### config.mk
export PLATFORM = sky130hd
export DESIGN_NAME = fbus_rx
export DESIGN_NICKNAME = d
export VERILOG_FILES = /design/src/rtl/fbus_rx_pkg.sv /design/src/rtl/fbus_tick_gen.sv /design/src/rtl/fbus_line_sync.sv /design/src/rtl/fbus_char_rx.sv /design/src/rtl/fbus_idle_det.sv /design/src/rtl/fbus_rx.sv
export SDC_FILE = /design/constraint.sdc
export NUM_CORES = 1
export LEC_CHECK = 0
export BUFFER_PORTS_ARGS = -buffer_cell sky130_fd_sc_hd__clkbuf_2
export CAP_MARGIN = 20
export CORE_ASPECT_RATIO = 0.7
export CORE_MARGIN = 5
export CORE_UTILIZATION = 35
export DETAILED_ROUTE_END_ITERATION = 6
export PLACE_DENSITY = 0.61
export REMOVE_ABC_BUFFERS = 1
export SETUP_SLACK_MARGIN = 0.5
export SLEW_MARGIN = 0
export SYNTH_ARGS = -nofsm -noshare
export SYNTH_HDL_FRONTEND = slang
export SYNTH_SLANG_ARGS = --single-unit
### constraint.sdc
create_clock -name clk -period 2.2 [get_ports clk]
set_input_delay 0.22 -clock clk [delete_from_list [all_inputs] [get_ports clk]]
set_output_delay 0.22 -clock clk [all_outputs]
set_load 0.005 [all_outputs]
### src/rtl/fbus_rx_pkg.sv
package fbus_rx_pkg;
  localparam int unsigned OVS_RATE  = 16;
  localparam int unsigned CHAR_BITS = 8;

  typedef enum logic [2:0] {
    RX_IDLE,
    RX_START,
    RX_DATA,
    RX_PAR,
    RX_STOP
  } rx_state_e;
endpackage

### src/rtl/fbus_tick_gen.sv
module fbus_tick_gen #(
  parameter int unsigned DIV_W = 16
) (
  input  logic             clk,
  input  logic             rst_n,
  input  logic [DIV_W-1:0] div_i,
  output logic             tick_o
);
  logic [DIV_W-1:0] cnt_q, cnt_d;
  logic             wrap;

  always_comb begin
    wrap  = (div_i <= DIV_W'(1)) || (cnt_q >= div_i - DIV_W'(1));
    cnt_d = wrap ? '0 : cnt_q + DIV_W'(1);
  end

  always_ff @(posedge clk or negedge rst_n) begin
    if (!rst_n) cnt_q <= '0;
    else        cnt_q <= cnt_d;
  end

  assign tick_o = wrap;

  // with a divisor above one, ticks never fall on adjacent cycles
  a_r10_tick_spacing: assert property (@(posedge clk) disable iff (!rst_n)
    (tick_o && div_i > DIV_W'(1) && $stable(div_i)) |=> !tick_o);
endmodule

### src/rtl/fbus_line_sync.sv
module fbus_line_sync #(
  parameter int unsigned STAGES = 2
) (
  input  logic clk,
  input  logic rst_n,
  input  logic d_i,
  output logic q_o
);
  logic [STAGES-1:0] chain_q, chain_d;

  always_comb begin
    chain_d = {chain_q[STAGES-2:0], d_i};
  end

  always_ff @(posedge clk or negedge rst_n) begin
    if (!rst_n) chain_q <= '1;
    else        chain_q <= chain_d;
  end

  assign q_o = chain_q[STAGES-1];
endmodule

### src/rtl/fbus_char_rx.sv
module fbus_char_rx
  import fbus_rx_pkg::*;
#(
  parameter int unsigned OVS       = OVS_RATE,
  parameter int unsigned DATA_BITS = CHAR_BITS
) (
  input  logic                 clk,
  input  logic                 rst_n,
  input  logic                 tick_i,
  input  logic                 rx_i,
  output logic                 vld_o,
  output logic [DATA_BITS-1:0] data_o,
  output logic                 perr_o,
  output logic                 ferr_o,
  output logic                 busy_o
);
  localparam int unsigned SCNT_W = $clog2(OVS);
  localparam int unsigned BCNT_W = $clog2(DATA_BITS);
  localparam logic [SCNT_W-1:0] MID_SLOT  = SCNT_W'(OVS / 2 - 1);
  localparam logic [SCNT_W-1:0] LAST_SLOT = SCNT_W'(OVS - 1);

  rx_state_e            st_q, st_d;
  logic [SCNT_W-1:0]    scnt_q, scnt_d;
  logic [BCNT_W-1:0]    bcnt_q, bcnt_d;
  logic [DATA_BITS-1:0] shreg_q, shreg_d;
  logic                 par_q, par_d;
  logic                 last_q, last_d;
  logic                 vld_q, vld_d;
  logic [DATA_BITS-1:0] data_q, data_d;
  logic                 perr_q, perr_d;
  logic                 ferr_q, ferr_d;

  always_comb begin
    st_d    = st_q;
    scnt_d  = scnt_q;
    bcnt_d  = bcnt_q;
    shreg_d = shreg_q;
    par_d   = par_q;
    last_d  = last_q;
    data_d  = data_q;
    vld_d   = 1'b0;
    perr_d  = 1'b0;
    ferr_d  = 1'b0;
    if (tick_i) begin
      last_d = rx_i;
      unique case (st_q)
        RX_IDLE: begin
          if (last_q && !rx_i) begin
            st_d   = RX_START;
            scnt_d = '0;
          end
        end
        RX_START: begin
          if (scnt_q == MID_SLOT) begin
            scnt_d = '0;
            bcnt_d = '0;
            st_d   = rx_i ? RX_IDLE : RX_DATA;
          end else begin
            scnt_d = scnt_q + SCNT_W'(1);
          end
        end
        RX_DATA: begin
          if (scnt_q == LAST_SLOT) begin
            scnt_d  = '0;
            shreg_d = {rx_i, shreg_q[DATA_BITS-1:1]};
            if (bcnt_q == BCNT_W'(DATA_BITS - 1)) st_d = RX_PAR;
            else bcnt_d = bcnt_q + BCNT_W'(1);
          end else begin
            scnt_d = scnt_q + SCNT_W'(1);
          end
        end
        RX_PAR: begin
          if (scnt_q == LAST_SLOT) begin
            scnt_d = '0;
            par_d  = rx_i;
            st_d   = RX_STOP;
          end else begin
            scnt_d = scnt_q + SCNT_W'(1);
          end
        end
        RX_STOP: begin
          if (scnt_q == LAST_SLOT) begin
            scnt_d = '0;
            st_d   = RX_IDLE;
            vld_d  = 1'b1;
            data_d = shreg_q;
            perr_d = ^{shreg_q, par_q};
            ferr_d = !rx_i;
          end else begin
            scnt_d = scnt_q + SCNT_W'(1);
          end
        end
        default: st_d = RX_IDLE;
      endcase
    end
  end

  always_ff @(posedge clk or negedge rst_n) begin
    if (!rst_n) begin
      st_q    <= RX_IDLE;
      scnt_q  <= '0;
      bcnt_q  <= '0;
      shreg_q <= '0;
      par_q   <= 1'b0;
      last_q  <= 1'b1;
      vld_q   <= 1'b0;
      data_q  <= '0;
      perr_q  <= 1'b0;
      ferr_q  <= 1'b0;
    end else begin
      st_q    <= st_d;
      scnt_q  <= scnt_d;
      bcnt_q  <= bcnt_d;
      shreg_q <= shreg_d;
      par_q   <= par_d;
      last_q  <= last_d;
      vld_q   <= vld_d;
      data_q  <= data_d;
      perr_q  <= perr_d;
      ferr_q  <= ferr_d;
    end
  end

  assign vld_o  = vld_q;
  assign data_o = data_q;
  assign perr_o = perr_q;
  assign ferr_o = ferr_q;
  assign busy_o = (st_q == RX_START) || (st_q == RX_DATA) || (st_q == RX_PAR);

  // the byte strobe lasts a single cycle
  a_r2_vld_single: assert property (@(posedge clk) disable iff (!rst_n)
    vld_q |=> !vld_q);

  // error flags only travel with the strobe
  a_r4_flags_with_vld: assert property (@(posedge clk) disable iff (!rst_n)
    (perr_q || ferr_q) |-> vld_q);

  // a confirmed start always passes through the start state
  a_r6_data_after_start: assert property (@(posedge clk) disable iff (!rst_n)
    $rose(st_q == RX_DATA) |-> $past(st_q) == RX_START);
endmodule

### src/rtl/fbus_idle_det.sv
module fbus_idle_det
  import fbus_rx_pkg::*;
#(
  parameter int unsigned OVS      = OVS_RATE,
  parameter int unsigned IDLE_W   = 5,
  parameter int unsigned IDLE_DEF = 11
) (
  input  logic              clk,
  input  logic              rst_n,
  input  logic              tick_i,
  input  logic              rx_i,
  input  logic [IDLE_W-1:0] idle_bits_i,
  output logic              sync_o
);
  localparam int unsigned SCNT_W = $clog2(OVS);
  localparam int unsigned CNT_W  = IDLE_W + SCNT_W;

  logic [CNT_W-1:0] cnt_q, cnt_d;
  logic [CNT_W-1:0] bits_ext, thr;
  logic             sync_q, sync_d;

  always_comb begin
    bits_ext = (idle_bits_i == '0) ? CNT_W'(IDLE_DEF) : CNT_W'(idle_bits_i);
    thr      = (bits_ext << SCNT_W) - CNT_W'(OVS / 2);
    cnt_d    = cnt_q;
    sync_d   = 1'b0;
    if (tick_i) begin
      if (!rx_i) begin
        cnt_d = '0;
      end else if (cnt_q < thr) begin
        cnt_d  = cnt_q + CNT_W'(1);
        sync_d = (cnt_q == thr - CNT_W'(1));
      end
    end
  end

  always_ff @(posedge clk or negedge rst_n) begin
    if (!rst_n) begin
      cnt_q  <= '0;
      sync_q <= 1'b0;
    end else begin
      cnt_q  <= cnt_d;
      sync_q <= sync_d;
    end
  end

  assign sync_o = sync_q;

  // the sync pulse lasts a single cycle
  a_r7_sync_single: assert property (@(posedge clk) disable iff (!rst_n)
    sync_q |=> !sync_q);

  // a low sample clears the run, so no pulse can follow it
  a_r8_low_blocks_sync: assert property (@(posedge clk) disable iff (!rst_n)
    (tick_i && !rx_i) |=> (!sync_q && cnt_q == '0));
endmodule

### src/rtl/fbus_rx.sv
module fbus_rx
  import fbus_rx_pkg::*;
#(
  parameter int unsigned DIV_W     = 16,
  parameter int unsigned IDLE_W    = 5,
  parameter int unsigned IDLE_DEF  = 11,
  parameter int unsigned SYNC_STG  = 2,
  parameter int unsigned DATA_BITS = CHAR_BITS
) (
  input  logic                 clk,
  input  logic                 rst_n,
  input  logic [DIV_W-1:0]     baud_div_i,
  input  logic [IDLE_W-1:0]    idle_bits_i,
  input  logic                 rxd_i,
  output logic                 byte_vld_o,
  output logic [DATA_BITS-1:0] byte_o,
  output logic                 par_err_o,
  output logic                 frm_err_o,
  output logic                 sync_o
);
  logic tick;
  logic rx_s;
  logic busy;

  fbus_tick_gen #(.DIV_W(DIV_W)) i_tick (
    .clk    (clk),
    .rst_n  (rst_n),
    .div_i  (baud_div_i),
    .tick_o (tick)
  );

  fbus_line_sync #(.STAGES(SYNC_STG)) i_sync (
    .clk   (clk),
    .rst_n (rst_n),
    .d_i   (rxd_i),
    .q_o   (rx_s)
  );

  fbus_char_rx #(.OVS(OVS_RATE), .DATA_BITS(DATA_BITS)) i_char (
    .clk    (clk),
    .rst_n  (rst_n),
    .tick_i (tick),
    .rx_i   (rx_s),
    .vld_o  (byte_vld_o),
    .data_o (byte_o),
    .perr_o (par_err_o),
    .ferr_o (frm_err_o),
    .busy_o (busy)
  );

  fbus_idle_det #(.OVS(OVS_RATE), .IDLE_W(IDLE_W), .IDLE_DEF(IDLE_DEF)) i_idle (
    .clk         (clk),
    .rst_n       (rst_n),
    .tick_i      (tick),
    .rx_i        (rx_s),
    .idle_bits_i (idle_bits_i),
    .sync_o      (sync_o)
  );

  // with a threshold of a full character or more, sync never lands mid-character
  a_r8_no_sync_in_char: assert property (@(posedge clk) disable iff (!rst_n)
    (sync_o && (idle_bits_i == '0 || idle_bits_i >= IDLE_W'(IDLE_DEF))) |-> !busy);
endmodule

==> results of run 1 <==
-- sequential cells by signal (all words and copies together), names as in the netlist --
name            flops
i_tick.cnt_q       16
i_char.par_q        1
i_char.vld_o        1
i_char.scnt_q       4
i_char.st_q         3
i_char.shreg_q      8
i_char.perr_o       1
i_idle.sync_o       1
i_char.bcnt_q       3
i_char.ferr_o       1
i_char.data_o       8
i_char.last_q       1
i_idle.cnt_q        9
i_sync.chain_q      2
-- worst max-delay path, stage by stage --
cell and delay (ns):
buf_6 0.09, or4_4 0.52, or3_4 0.34, or2_4 0.26
nor4_4 0.16, xnor2_1 0.11, ha_1 0.31, nand4_1 0.17
nor3_4 0.20, o311ai_2 0.15, buf_4 0.18, nand2_8 0.09
o211ai_4 0.09, buf_12 0.15, mux2_2 0.26
-- per-layer routing --
layer,vias up,track usage (%),part of all wire [%]
li1,1606,-,-
met2,59,25.0,48
met5,-,0,0
met1,1586,20.1,47
met4,0,5.05,1.2
met3,13,3.67,4.4
-- what timing repair did --
| action | in CTS | in global routing |
|---|---|---|
| cloned | 1 | 0 |
| hold buffers | 1 | 0 |
| pin swaps | 28 | 11 |
| hold endpoints to repair | 1 | 0 |
| buffers inserted | 6 | 5 |
| setup endpoints to repair | 57 | 57 |
| gates resized for setup | 61 | 19 |
-- kinds of logic after synthesis --
logic type	synth area share (%)
and+or+nand+nor	19.0
xor gates and xnor gates	9.61
muxes	6.00
DFF	39.6
AOI/OAI and AO/OA	13.1
adders and majority gates	10.1
buffers and inverters	2.65
-- layout by cell type, fill, tap and decap left out, types with 4 or more instances in the layout --
cell,n
or3_1,4
o21ai_1,5
nand4_1,9
nand3_1,13
buf_4,68
nor2b_1,6
nand2_1,25
nor2_1,26
mux2_2,19
dfrtp_1,56
nor2_4,10
a21oi_1,11
and3_1,10
clkbuf_16,9
clkbuf_2,34
nor2_2,5
o21ai_2,5
buf_6,10
inv_1,12
xnor2_1,29
nor3_1,10
xor2_1,12
ha_1,30
o21ai_0,8
-- per-stage QoR --
step	hold WS [ns]	worst slack [ns]	setup TNS, ns	utilization (%)	cells
global route	0.119	-1.08	-54.30	51.0	634
detailed placement	0.312	-1.66	-89.16	43.9	605
finish	0.0391	-0.903	-45.91	51.0	634
global placement	0.317	-1.53	-79.82	43.9	605
CTS	0.0775	-0.881	-42.95	49.8	629
floorplan	-0.0756	-1.50	-66.51	-	369
-- final cells by class --
type,instances,area share (%)
clock inverter,7,1.46
clock buffer,9,4.25
inverter,12,0.849
multi-input combinational,298,45.6
tap,132,3.11
timing repair buffer,117,16.8
sequential,59,27.9
-- worst min-delay path by stage --
stage | from | endpoint | slack [ns] | depth (start not counted)
detailed placement | rxd_i | i_sync.chain_q[0] | 0.31 | 1
finish | rst_n | i_tick.cnt_q[12] | 0.04 | 2
floorplan | rst_n | i_char.bcnt_q[0] | -0.08 | 0
CTS | rst_n | i_tick.cnt_q[12] | 0.08 | 2
global route | rst_n | i_char.shreg_q[1] | 0.12 | 2
global placement | rxd_i | i_sync.chain_q[0] | 0.32 | 1
-- where the power goes --
group / internal, W / total (W) / switching (W)
sequential: 0.00125 / 0.00142 / 0.000167
combinational: 0.000651 / 0.00130 / 0.000645
clock: 0.000882 / 0.00140 / 0.000516
==> out/results.ini, run 1 <==
[run_status]
outcome = complete, but fails checks
violations = setup timing

[layout]
multiInputGateArea_um2 = 2420
n_antenna_cell = 0
design_area_um2 = 5300
syn_to_final_growth_pct = 42.0
fillers = 944
drive_gt1_share_pct = 40.6
nNetsFinal = 551
final-seq-area_um2 = 1480

[synthesis]
netlist_instances = 378
synth_edf_count = 0
yosysTopAreaCell = dfrtp_1
ys_types = 54
synth_commonest_cells = 56 x dfrtp_1, 41 x nor2_1, 30 x ha_1
synth_seq_area_share_pct = 39.6
synth_most_common_cell = dfrtp_1
yosys_warnings = 0
yosysTopAreaCellShare_pct = 37.5
syn-mean-instance-area_um2 = 9.88
synthArstFlopShare_pct = 100
ys_ff_latch = 59
synthTopCellsByArea = dfrtp_1 38%, ha_1 10%, xnor2_1 6.8%
synthesis.area_um2 = 3730
synth_ff_type = dfrtp_1

[setup_path]
cp_max_fo = 8
r2r-end = i_char.data_o[1]
r2r_slack_ns = -0.27
crit_required_ns = 2.41
critPathCapture = i_char.shreg_q[0]
path_class = in -> reg
end_kind = flop
rr_worst_depth = 9
reg2reg_from = i_tick.cnt_q[1]
startpoint_type = input port
arrival_ns = 3.31
startpoint = baud_div_i[6]

[floorplan]
io_pins = 36
start_util_pct = 35.9
die_area_um2 = 12900
rows = 31
dieHeight_um = 96.4
core-area_um2 = 10400
die_x_um = 133

[clocking]
clockRootBuffer = clkbuf_16
clkLatencyLatePin_ns = 0.33
cts_max_path_buffers = 2
cts_tree = done
clk_pin_slew_worst_paths_ns = 0.05
htree_num_levels = 3
cts_sinks = 59
cts_buffers = 9

[sta]
setup_viol = 57
finalCritPeriodShare_pct = 141
fmax_mhz = 322
rsz0062_at_grt = yes
slew_headroom_pct = 50.4
fin_crit_ns = 3.10
skew_ns = 0.00623
tightest_slew_ns = 0.745
setup_ws_ns = -0.903
hold_violations = 0
slew_violations = 0

[grt]
grt_pass1_wl_um = 15700
grt_usage_pct = 15.2
grt_overflow = 0
grt_pass1_vias = 3341
grt_max_degree = 60
antenna_found_initial = 0

[route]
vias = 3264
wl_um = 9340
antenna_left = 0
remaining_drc_errors = 0
wl_per_cell_um = 14.7
first_pass_iters = 4
vias_per_cell = 5.15
dr.first_iter.drc_count = 172

[place]
place.gp.congestion = 0.843
place_area_um2 = 4560
portBuffers = 35
hpwl_um = 6660

[flow_run]
drv_cap = 0

[power]
p_leak_nw = 2.44
power_per_cell_area_nw_per_um2 = 776
finalPower_w = 0.00412
worst_ir_drop_vdd_mv = 0.377

[worst_hold_path]
hp-class = in -> async

Power figures use the tool's default switching activity.
==> run 2, diff against run 1 <==
Settings changed: MAX_ROUTING_LAYER set to met4.
==> run 2 against run 1 <==
- the flow still finishes with violations (setup timing)
- flip-flop and latch count did not move
- utilization did not move
- register-to-register slack about the same
- critical path depth unchanged
- final cell count unchanged
==> out/results.ini, run 2 (synthesis results as in run 1) <==
[run_status]
outcome = complete, but fails checks
violations = setup timing

[grt]
grt_overflow = 0
antenna_found_initial = 0
grt_usage_pct = 15.7
grt_max_degree = 60
grt_pass1_vias = 3339
grt_pass1_wl_um = 15700

[sta]
finalCritPeriodShare_pct = 141
tightest_slew_ns = 0.755
hold_violations = 0
fmax_mhz = 322
fin_crit_ns = 3.11
rsz0062_at_grt = yes
skew_ns = 0.00704
slew_violations = 0
slew_headroom_pct = 49.6
hold-worst-slack_ns = 0.0386
setup_viol = 57
setup_ws_ns = -0.907

[setup_path]
arrival_ns = 3.32
reg2reg_from = i_tick.cnt_q[1]
r2r-end = i_char.data_o[1]
critPathCapture = i_char.shreg_q[0]
crit_required_ns = 2.41
startpoint = baud_div_i[6]
path_class = in -> reg
startpoint_type = input port
end_kind = flop
r2r_slack_ns = -0.28
rr_worst_depth = 9
cp_max_fo = 8

[place]
place.gp.congestion = 0.856
place_area_um2 = 4560
dp.cells = 605
portBuffers = 35
hpwl_um = 6660

[layout]
finalNonFillerCells = 634
largest_reg_flops = 16
final_common_cell = buf_4
n_antenna_cell = 0
drive_gt1_share_pct = 40.6
nNetsFinal = 551
largestRegisters = i_tick.cnt_q x16, i_idle.cnt_q x9
design_area_um2 = 5300
syn_to_final_growth_pct = 42.0
top_register = i_tick.cnt_q
final_cell_mix = 68 x buf_4, 56 x dfrtp_1, 34 x clkbuf_2
final_util_pct = 51.0

[clocking]
clkLatencyLatePin_ns = 0.33
htree_num_levels = 3
clk_pin_slew_worst_paths_ns = 0.05
clockRootBuffer = clkbuf_16
cts_sinks = 59
cts_max_path_buffers = 2
cts_buffers = 9
cts_tree = done

[route]
dr_wl_met3_um = 358
remaining_drc_errors = 0
vias_per_cell = 5.14
wl_per_cell_um = 14.8
first_pass_iters = 5
route.top_layer_used = met4
vias = 3256
antenna_left = 0
dr.first_iter.drc_count = 198
wl_met1_um = 4460
dr_wl_met2_um = 4480
wl_um = 9410

[floorplan]
die_area_um2 = 12900
die_x_um = 133
start_util_pct = 35.9
dieHeight_um = 96.4
io_pins = 36
core-area_um2 = 10400
rows = 31

[flow_run]
drv_cap = 0

[power]
worst_ir_drop_vdd_mv = 0.375
p_leak_nw = 2.44
power_per_cell_area_nw_per_um2 = 777
finalPower_w = 0.00412

[worst_hold_path]
hp-class = in -> async

==> run 2: through the flow <==
| stage | setup slack, ns | TNS [ns] |
|---|---|---|
| 3_5_place_dp | -1.66 | -89.16 |
| 2_1_floorplan | -1.50 | -66.51 |
| 5_1_grt | -1.08 | -54.30 |
| 3_3_place_gp | -1.53 | -79.82 |
| 4_1_cts | -0.881 | -42.95 |
| 6_report | -0.907 | -46.09 |
==> run 2: worst min path at each step <==
| stage | from | to | slack (ns) | cells after the start |
|---|---|---|---|---|
| after global placement | rxd_i | i_sync.chain_q[0] | 0.32 | 1 |
| after CTS | rst_n | i_tick.cnt_q[12] | 0.08 | 2 |
| after detailed placement | rxd_i | i_sync.chain_q[0] | 0.31 | 1 |
| final | rst_n | i_tick.cnt_q[12] | 0.04 | 2 |
| after floorplan | rst_n | i_char.bcnt_q[0] | -0.08 | 0 |
| after global routing | rst_n | i_char.st_q[0] | 0.12 | 2 |
==> run 2: area by class of cell <==
| type | count | area [um2] |
|---|---|---|
| inverter | 12 | 45.0 |
| clock buffer | 9 | 225 |
| clock inverter | 7 | 77.6 |
| tap | 132 | 165 |
| sequential | 59 | 1480 |
| multi-input combinational | 298 | 2420 |
| fill | 944 | 5090 |
| timing repair buffer | 117 | 891 |
==> run 2: where the power goes <==
group	internal, W	switching, W
sequential	0.00125	0.000166
combinational	0.000651	0.000646
clock	0.000882	0.000520
total	0.00279	0.00133
==> run 2: metal layers <==
| layer | up-vias | GRT usage [%] |
|---|---|---|
| met5 | - | - |
| met4 | 0 | 5.05 |
| li1 | 1608 | - |
| met2 | 56 | 25.0 |
| met3 | 13 | 3.67 |
| met1 | 1579 | 20.1 |
==> run 2: repair_timing <==
item	CTS	global route
endpoints found under the hold margin	1	0
buffers inserted	6	5
hold buffers	1	0
pin swaps	28	11
setup endpoints to repair	57	57
gates resized for setup	61	19
cloned	1	0
==> run 2: worst max-delay path, stage by stage <==
cell,delay (ns)
buf_6,0.09
or4_4,0.52
or3_4,0.34
or2_4,0.26
nor4_4,0.16
xnor2_1,0.11
ha_1,0.31
nand4_1,0.17
nor3_4,0.20
o311ai_2,0.15
buf_4,0.18
nand2_8,0.09
o211ai_4,0.09
buf_12,0.15
mux2_2,0.26
